**src/rtl/i2c_regbank_pkg.sv**
```systemverilog
package i2c_regbank_pkg;
  localparam logic [7:0] OFF_CFG  = 8'h00;
  localparam logic [7:0] OFF_TIM  = 8'h04;
  localparam logic [7:0] OFF_FCTL = 8'h0C;
  localparam logic [7:0] OFF_CMD  = 8'h30;
  localparam logic [7:0] OFF_IE   = 8'h38;
  localparam logic [7:0] OFF_IS   = 8'h3C;
  localparam logic [7:0] OFF_TX   = 8'h40;
  localparam logic [7:0] OFF_RX   = 8'h44;

  localparam int TX_W = 9;   // {last, byte}
  localparam int RX_W = 11;  // {stat[1:0], pecErr, byte}

  typedef struct packed {
    logic txPush;
    logic txFlush;
    logic rxPop;
    logic rxFlush;
  } dpStrobe_t;
endpackage

```
**src/rtl/i2c_regbank_fifo.sv**
```systemverilog
module i2c_regbank_fifo #(
  parameter int WIDTH = 8,
  parameter int DEPTH = 64
) (
  input  logic             clk,
  input  logic             rstN,
  input  logic             flush,
  input  logic             push,
  input  logic [WIDTH-1:0] pushData,
  input  logic             pop,
  output logic [WIDTH-1:0] headData,
  output logic [$clog2(DEPTH):0] count,
  output logic             empty,
  output logic             full
);
  localparam int PTR_W = $clog2(DEPTH);
  localparam int CNT_W = PTR_W + 1;

  logic [WIDTH-1:0] mem [DEPTH];
  logic [PTR_W-1:0] wrPtr, rdPtr;
  logic pushOk, popOk;

  assign empty  = (count == '0);
  assign full   = (count == CNT_W'(DEPTH));
  assign pushOk = push && !full && !flush;
  assign popOk  = pop && !empty && !flush;
  assign headData = mem[rdPtr];

  always_ff @(posedge clk) begin
    if (pushOk) mem[wrPtr] <= pushData;
  end

  always_ff @(posedge clk or negedge rstN) begin
    if (!rstN) begin
      wrPtr <= '0;
      rdPtr <= '0;
      count <= '0;
    end else if (flush) begin
      wrPtr <= '0;
      rdPtr <= '0;
      count <= '0;
    end else begin
      if (pushOk) wrPtr <= (wrPtr == PTR_W'(DEPTH - 1)) ? '0 : wrPtr + 1'b1;
      if (popOk)  rdPtr <= (rdPtr == PTR_W'(DEPTH - 1)) ? '0 : rdPtr + 1'b1;
      count <= count + CNT_W'(pushOk) - CNT_W'(popOk);
    end
  end
endmodule

```
**src/rtl/i2c_regbank_dp.sv**
```systemverilog
module i2c_regbank_dp
  import i2c_regbank_pkg::*;
#(
  parameter int DEPTH = 64
) (
  input  logic                   clk,
  input  logic                   rstN,
  input  dpStrobe_t              stb,
  input  logic [TX_W-1:0]        txWord,
  input  logic                   txPop,
  output logic [TX_W-1:0]        txHead,
  output logic                   txValid,
  output logic [$clog2(DEPTH):0] txCount,
  input  logic                   rxPush,
  input  logic [RX_W-1:0]        rxWord,
  output logic [RX_W-1:0]        rxHead,
  output logic [$clog2(DEPTH):0] rxCount
);
  logic txEmpty, txFull, rxEmpty, rxFull;
  logic [RX_W-1:0] rxRaw;

  i2c_regbank_fifo #(.WIDTH(TX_W), .DEPTH(DEPTH)) u_txq (
    .clk(clk), .rstN(rstN), .flush(stb.txFlush),
    .push(stb.txPush), .pushData(txWord), .pop(txPop),
    .headData(txHead), .count(txCount), .empty(txEmpty), .full(txFull)
  );

  i2c_regbank_fifo #(.WIDTH(RX_W), .DEPTH(DEPTH)) u_rxq (
    .clk(clk), .rstN(rstN), .flush(stb.rxFlush),
    .push(rxPush), .pushData(rxWord), .pop(stb.rxPop),
    .headData(rxRaw), .count(rxCount), .empty(rxEmpty), .full(rxFull)
  );

  assign txValid = !txEmpty;
  assign rxHead  = rxEmpty ? '0 : rxRaw;
endmodule

```
**src/rtl/i2c_regbank_ctrl.sv**
```systemverilog
module i2c_regbank_ctrl
  import i2c_regbank_pkg::*;
#(
  parameter int DEPTH = 64
) (
  input  logic                   clk,
  input  logic                   rstN,
  input  logic [7:0]             regAddr,
  input  logic                   regWr,
  input  logic                   regRd,
  input  logic [31:0]            regWdata,
  output logic [31:0]            regRdata,
  output dpStrobe_t              stb,
  input  logic [RX_W-1:0]        rxHead,
  input  logic [$clog2(DEPTH):0] rxCount,
  output logic                   ctlEnable,
  output logic                   fastMode,
  output logic                   softRst,
  output logic                   seqStart,
  output logic [3:0]             seqProto,
  output logic                   seqPecEn,
  output logic [7:0]             seqRdCnt,
  input  logic                   seqDone,
  input  logic [2:0]             seqStatus,
  output logic                   cmdBusy,
  output logic [2:0]             intStatus,
  output logic [2:0]             intEnable,
  output logic                   irq
);
  localparam int CNT_W = $clog2(DEPTH) + 1;

  logic [5:0] rxThr;
  logic [2:0] cmdStat;
  logic       startCmd, busyFall;
  logic [2:0] setVec, clrVec;

  function automatic logic wrHit(input logic [7:0] off);
    return regWr && (regAddr == off);
  endfunction

  assign startCmd = wrHit(OFF_CMD) && regWdata[31] && !cmdBusy && !softRst;
  assign busyFall = cmdBusy && seqDone && !softRst;

  always_comb begin
    stb.txPush  = wrHit(OFF_TX) && !softRst;
    stb.txFlush = softRst || (wrHit(OFF_FCTL) && regWdata[30]);
    stb.rxFlush = softRst || (wrHit(OFF_FCTL) && regWdata[31]);
    stb.rxPop   = regRd && (regAddr == OFF_RX) && (rxCount != '0);
  end

  // status vector order: [2]=rx full (bit 31), [1]=threshold (bit 30), [0]=done (bit 28)
  assign setVec = {rxCount == CNT_W'(DEPTH),
                   (rxThr != '0) && (rxCount >= CNT_W'(rxThr)),
                   busyFall};
  assign clrVec = wrHit(OFF_IS) ? {regWdata[31], regWdata[30], regWdata[28]} : 3'b000;

  always_ff @(posedge clk or negedge rstN) begin
    if (!rstN) begin
      softRst   <= 1'b0;
      ctlEnable <= 1'b0;
      fastMode  <= 1'b0;
      rxThr     <= '0;
      intEnable <= '0;
      intStatus <= '0;
      cmdBusy   <= 1'b0;
      cmdStat   <= '0;
      seqStart  <= 1'b0;
      seqProto  <= '0;
      seqPecEn  <= 1'b0;
      seqRdCnt  <= '0;
    end else begin
      if (wrHit(OFF_CFG)) begin
        softRst   <= regWdata[31];
        ctlEnable <= regWdata[30];
      end
      if (wrHit(OFF_TIM))  fastMode  <= regWdata[31];
      if (wrHit(OFF_FCTL)) rxThr     <= regWdata[13:8];
      if (wrHit(OFF_IE))   intEnable <= {regWdata[31], regWdata[30], regWdata[28]};

      seqStart <= startCmd;
      if (softRst) begin
        cmdBusy <= 1'b0;
        cmdStat <= '0;
      end else if (startCmd) begin
        cmdBusy  <= 1'b1;
        cmdStat  <= '0;
        seqProto <= regWdata[12:9];
        seqPecEn <= regWdata[8];
        seqRdCnt <= regWdata[7:0];
      end else if (busyFall) begin
        cmdBusy <= 1'b0;
        cmdStat <= seqStatus;
      end

      intStatus <= softRst ? 3'b000 : ((intStatus & ~clrVec) | setVec);
    end
  end

  assign irq = |(intStatus & intEnable);

  always_comb begin
    regRdata = '0;
    unique case (regAddr)
      OFF_CFG:  regRdata = {softRst, ctlEnable, 30'd0};
      OFF_TIM:  regRdata = {fastMode, 31'd0};
      OFF_FCTL: begin
        regRdata[16 +: CNT_W] = rxCount;
        regRdata[13:8]        = rxThr;
      end
      OFF_CMD:  regRdata = {cmdBusy, 3'd0, cmdStat, 12'd0, seqProto, seqPecEn, seqRdCnt};
      OFF_IE:   regRdata = {intEnable[2:1], 1'b0, intEnable[0], 28'd0};
      OFF_IS:   regRdata = {intStatus[2:1], 1'b0, intStatus[0], 28'd0};
      OFF_RX:   regRdata = {rxHead[10:8], 21'd0, rxHead[7:0]};
      default:  regRdata = '0;
    endcase
  end
endmodule

```
**src/rtl/i2c_regbank.sv**
```systemverilog
module i2c_regbank
  import i2c_regbank_pkg::*;
#(
  parameter int DEPTH = 64
) (
  input  logic        clk,
  input  logic        rstN,
  input  logic [7:0]  regAddr,
  input  logic        regWr,
  input  logic        regRd,
  input  logic [31:0] regWdata,
  output logic [31:0] regRdata,
  output logic        ctlEnable,
  output logic        fastMode,
  output logic        seqStart,
  output logic [3:0]  seqProto,
  output logic        seqPecEn,
  output logic [7:0]  seqRdCnt,
  output logic        txValid,
  output logic [7:0]  txByte,
  output logic        txLast,
  input  logic        txPop,
  input  logic        rxPush,
  input  logic [7:0]  rxByte,
  input  logic [1:0]  rxStat,
  input  logic        rxPecErr,
  input  logic        seqDone,
  input  logic [2:0]  seqStatus,
  output logic        irq
);
  localparam int CNT_W = $clog2(DEPTH) + 1;

  dpStrobe_t       stb;
  logic [TX_W-1:0] txHead;
  logic [RX_W-1:0] rxHead;
  logic [CNT_W-1:0] txCount, rxCount;
  logic            softRst, cmdBusy;
  logic [2:0]      intStatus, intEnable;

  i2c_regbank_ctrl #(.DEPTH(DEPTH)) u_ctrl (
    .clk(clk), .rstN(rstN),
    .regAddr(regAddr), .regWr(regWr), .regRd(regRd),
    .regWdata(regWdata), .regRdata(regRdata),
    .stb(stb), .rxHead(rxHead), .rxCount(rxCount),
    .ctlEnable(ctlEnable), .fastMode(fastMode), .softRst(softRst),
    .seqStart(seqStart), .seqProto(seqProto), .seqPecEn(seqPecEn),
    .seqRdCnt(seqRdCnt), .seqDone(seqDone), .seqStatus(seqStatus),
    .cmdBusy(cmdBusy), .intStatus(intStatus), .intEnable(intEnable),
    .irq(irq)
  );

  i2c_regbank_dp #(.DEPTH(DEPTH)) u_dp (
    .clk(clk), .rstN(rstN), .stb(stb),
    .txWord({regWdata[31], regWdata[7:0]}), .txPop(txPop),
    .txHead(txHead), .txValid(txValid), .txCount(txCount),
    .rxPush(rxPush), .rxWord({rxStat, rxPecErr, rxByte}),
    .rxHead(rxHead), .rxCount(rxCount)
  );

  assign txByte = txHead[7:0];
  assign txLast = txHead[8];
endmodule

```
**config.mk**
```make
export PLATFORM = sky130hd
export DESIGN_NAME = i2c_regbank
export DESIGN_NICKNAME = d
export VERILOG_FILES = /design/src/rtl/i2c_regbank_pkg.sv /design/src/rtl/i2c_regbank_fifo.sv /design/src/rtl/i2c_regbank_dp.sv /design/src/rtl/i2c_regbank_ctrl.sv /design/src/rtl/i2c_regbank.sv
export SDC_FILE = /design/constraint.sdc
export NUM_CORES = 1
export LEC_CHECK = 0
export BUFFER_PORTS_ARGS = -buffer_cell sky130_fd_sc_hd__buf_2
export CORE_MARGIN = 5
export CORE_UTILIZATION = 30
export DETAILED_ROUTE_END_ITERATION = 8
export PLACE_DENSITY = 0.4
export SLEW_MARGIN = 20
export SYNTH_ARGS = -nofsm -noshare
export SYNTH_HDL_FRONTEND = slang
export SYNTH_HIERARCHICAL = 1
export SYNTH_SLANG_ARGS = --single-unit
export TNS_END_PERCENT = 5
```
**constraint.sdc**
```tcl
create_clock -name clk -period 5.6 [get_ports clk]
set_clock_uncertainty 0.2 [all_clocks]
set_input_delay 0.28 -clock clk [delete_from_list [all_inputs] [get_ports clk]]
set_output_delay 0.28 -clock clk [all_outputs]
set_load 0.05 [all_outputs]
```
# Yosys cells after proc, flatten, opt, wreduce, memory -nomap -nowiden
# Memory sizes are Yosys's and may differ from the RTL's.
# Cells that the tools add are included.
# totals
register_bits	71
ramBits	1280
input_bits	61
output_inout_bits	59
wordCells	126
mem_count	2
# classes
n_addsub	8
magnitude_cmp	1
eq_ne	13
muxes	31
bitwise	5
reduce_logical	48
# memory_table
name	words	width	read_ports	rd_ports_with_merged_regs	wr	line_no	text
u_dp.u_rxq.mem	64	11	1	0	1	i2c_regbank_fifo.sv:19	logic [WIDTH-1:0] mem [DEPTH];
u_dp.u_txq.mem	64	9	1	0	1	i2c_regbank_fifo.sv:19	
# op_table
op	n
$mux W6	12
$pmux W9 S6	1
$logic_and A1 B1 Y1	26
$add A6 B1 Y6 const B	4
$eq A6 B6 Y1 const B	4
$eq A8 B6 Y1 const B	3
$mux W7	3
$eq A8 B7 Y1 const B	2
$pmux W8 S2	1
$mux W3	5
$add A7 B1 Y7	2
$eq A7 B7 Y1 const B	2
$logic_not A7 Y1	2
$sub A7 B1 Y7	2
$pmux W6 S2	1
$mux W11	1
$eq A8 B3 Y1 const B	1
$eq A8 B4 Y1 const B	1
$logic_not A1 Y1	8
$logic_not A8 Y1	1
$reduce_bool A2 Y1	4
$ge A7 B6 Y1	1
$mux W1	7
$reduce_bool A7 Y1	1
other kinds (9)	11

# Logic depth before layout (Yosys ltp)
# depth
ltp_word	9
mapped_depth	21
depth_no_buf	18

# By module
# Netlist, hierarchy kept.
# modules_own_cells
mod	instances	cells_each	area_per_inst_um2	seq_area_each_um2
i2c_regbank_fifo (u_dp.u_rxq)	1	1319	28350.9	21615.7
i2c_regbank_fifo (u_dp.u_txq)	1	1122	23516.3	17772.0
i2c_regbank_ctrl	1	192	1998.2	825.8
i2c_regbank_dp	1	13	121.4	0.0

# Least setup slack after synthesis
# Ideal clock, no wire load.
# synth_path
path_kind	input to register
start	in regAddr[5]
end	reg u_dp.u_rxq.count[6]
setup_time_ns	0.138
t_arrival_ns	3.775
required_ns	5.262
path_slack_ns	1.487
cell_stages	19
n_path_buf	3
path_cell_list	nor4_1 and3_1 clkbuf_1 nand2_1 nand2_1 clkbuf_1 buf_1 nor2_1 ha_1 inv_1 ha_1 inv_1 fa_1 nand2b_1 a21oi_1 o21ai_0 a21oi_1 or3_1 a21oi_1
# synth_lines
element	line_no	text
start, declared	i2c_regbank.sv:8	input logic [7:0] regAddr,
end signal, assigned	i2c_regbank_fifo.sv:45	count <= count + CNT_W'(pushOk) - CNT_W'(popOk);
end, declared	i2c_regbank_fifo.sv:12	output logic [$clog2(DEPTH):0] count,

# Final worst setup path
# layout_path
start	reg u_dp.u_rxq.rdPtr[0]
end	out regRdata[31]
# layout_between
elab_chain_len	3
# layout_lines
element	line_no	text
start, declared	i2c_regbank_fifo.sv:20	logic [PTR_W-1:0] wrPtr, rdPtr;
start signal, assigned	i2c_regbank_fifo.sv:44	if (popOk) rdPtr <= (rdPtr == PTR_W'(DEPTH - 1)) ? '0 : rdPtr + 1'b1;
$mem_v2 Z64 W11	--	
via u_dp.rxRaw[10]	i2c_regbank_dp.sv:20	logic [RX_W-1:0] rxRaw;
$mux W11	i2c_regbank_dp.sv:35	assign rxHead = rxEmpty ? '0 : rxRaw;
via rxHead[10]	i2c_regbank.sv:35	logic [RX_W-1:0] rxHead;
$pmux W9 S6	i2c_regbank_ctrl.sv:103	unique case (regAddr)
end, declared	i2c_regbank.sv:12	output logic [31:0] regRdata,
# The timed path passes the listed nets, and every way through them passes these cells.

==> flow_summary.yaml <==
status:
  outcome: "finished clean"
final_layout:
  syn2layout_area_growth_pct: 17.6
  drive_gt1_share_pct: 29.3
  final_cell_area_mm2: 0.0634
  instances_no_fill: 5466
  final_nets: 3079
  diodes: 0
setup_path:
  r2r_end: "u_dp/u_txq/mem[24][3]"
  worst-r2r-setup-slack_ns: 1.63
  critical_path.max_fanout: 38
  crit_type: "reg -> out"
  critPathLaunchType: "register"
  worst_ep_arrival_time_ns: 4.66
  critPathCaptureType: "output pin"
  worst-endpoint-required_ns: 5.12
  rr_worst_depth: 7
  r2r_start: "u_ctrl/softRst"
sta:
  worstMarginPinSlew_ns: 1.11
  maxSlewHeadroom_pct: 26.0
  hold_violations: 0
  rsz0062_at_grt: "false"
  slew_viol_final: 0
  tns_ns: 0
  fin_crit_ns: 5.14
  clock.fmax_ghz: 0.194
  fin_crit_sh_pct: 91.8
  setup_viol_count_final: 0
hold_path:
  hold_depth: 2
  whs_endpoint: "u_dp/u_txq/mem[29][3]"
  hp-start: "regWdata[3]"
  hold_path.class: "in -> reg"
clock_tree:
  cts_resized: 0
  htreeDepth: 4
  clk_transition_reported_paths_ns: 0.06
  cts_tree: "yes"
  clock_path_buffers: 3
  clk_latency_ns: 0.76
  cts_buffers: 149
  root_buffer: "clkbuf_16"
  clock-sinks: 1351
yosys:
  ys.warnings.count: 6
  syn_area_mm2: 0.0540
  syn_avg_cell_area_um2: 20.4
  syn-instance-count: 2642
placement:
  dpl.cell_count: 5141
  dp_hpwl_mm: 88.7
  gp_congestion: 0.773
  placed_cell_area_mm2: 0.0581
  io_buffers: 100
grt:
  gr-usage-met3_pct: 2.41
  grtUsageTotal_pct: 15.2
  antenna_found_initial: 0
  grt_pass1_vias: 28300
  overflow: 0
  grt_use_met2_pct: 26.9
  grt_max_degree: 66
  grt_busiest_layer: "met2"
  grt_first_pass_wirelength_mm: 206
  groute.layer.met1.usage_pct: 19.4
die:
  io_pins: 120
  fp.dieW_um: 434
  die_area_mm2: 0.188
  die_h_um: 434
  rows: 155
  core_mm2: 0.179
  start_util_pct: 30.2
detailed_routing:
  vias_per_cell: 4.87
  ant_nets: 0
  routed_wl_mm: 143
  wl_per_cell_um: 26.2
  drc: 0
  drt_first_pass_iters: 6
  drt_iter0_drc: 1835
  vias: 26600
power_and_ir_drop:
  power_w: 0.0254
  p_sw_share_pct: 26.4
  internal_power_w: 0.0187
  power_frac_seq_pct: 45.9
  clock_power_share_pct: 38.4
  power.density_mw_per_mm2: 400
  p_leak_nw: 20.3
  p_switching_w: 0.00671
  combinationalPowerShare_pct: 15.7
  vdd_ir_drop_max_uv: 315
run:
  cap_violations: 0
[through the flow]
step	setup WS (ns)	hold slack [ns]	util, %
floorplan	1.49	-0.216	-
global placement	0.899	0.277	32.5
detailed placement	0.998	0.286	32.5
CTS	0.237	0.00290	35.5
global route	0.180	0.0256	35.5
finish	0.458	0.00453	35.5
[placed cells by master, fill, tap and decap left out, drive strengths merged, types with 45 or more instances in the layout]
master          n
edfxtp       1280
mux4          341
buf           286
clkbuf        192
nor2          176
dfrtp          71
nand2          64
o21ai          64
mux2i          62
clkinv         58
dlygate4sd3    51
inv            45
[worst max path at each step]
stage,from,end
4_1_cts,u_dp/u_rxq/rdPtr[0],regRdata[0]
3_3_place_gp,regAddr[3],u_dp/u_txq/count[6]
6_report,u_dp/u_rxq/rdPtr[0],regRdata[31]
5_1_grt,u_dp/u_rxq/rdPtr[0],regRdata[1]
3_5_place_dp,regAddr[3],u_dp/u_txq/mem[24][3]
2_1_floorplan,regAddr[5],u_dp/u_rxq/count[6]
[final cells by class]
type                       count  area (µm²)
multi-input combinational   1110       12800
timing repair buffer         337        2470
clock inverter                82         810
inverter                      39         146
fill                       16500      115000
clock buffer                 192        4060
tap                         2355        2950
sequential                  1351       40200
[state kept, by name (all words and copies together) (netlist names), 4 cells and up]
signal,flops
u_ctrl/seqRdCnt,8
u_dp/u_rxq/mem,704
u_dp/u_rxq/count,7
u_ctrl/seqProto,4
u_dp/u_txq/rdPtr,6
u_ctrl/rxThr,6
u_dp/u_txq/mem,576
u_dp/u_txq/count,7
u_dp/u_rxq/rdPtr,6
u_dp/u_rxq/wrPtr,6
u_dp/u_txq/wrPtr,6
[critical path: stages, from the launching register on]
cell	delay, ns
dfrtp_4	1.00
buf_4	0.51
mux4_2	0.62
mux4_2	0.52
nand3b_1	0.11
nand2_1	0.19
nor2b_4	0.21
a22oi_1	0.18
o21ai_0	0.10
a22o_1	0.19
buf_2	0.21
[power by group through the flow]
stage | sequential [W] | combinational (W) | clock [W]
3_3_place_gp | 0.0119 | 0.00403 | 0
4_1_cts | 0.0117 | 0.00411 | 0.0101
2_1_floorplan | 0.0116 | 0.00282 | 0
5_1_grt | 0.0117 | 0.00431 | 0.0105
3_5_place_dp | 0.0119 | 0.00407 | 0
6_report | 0.0117 | 0.00399 | 0.00975
[layer usage]
metal | wire (µm) | share of wire [%]
met1 | 60200 | 42
met2 | 74600 | 52
met3 | 4970 | 3.5
met4 | 3530 | 2.5
met5 | 0 | 0
[what timing repair did]
action | 4_1_cts | 5_1_grt
hold buffers | 50 | 1
buffers inserted | 0 | 0
hold endpoints to repair | 268 | 64
(Power assumes the default switching activity.)
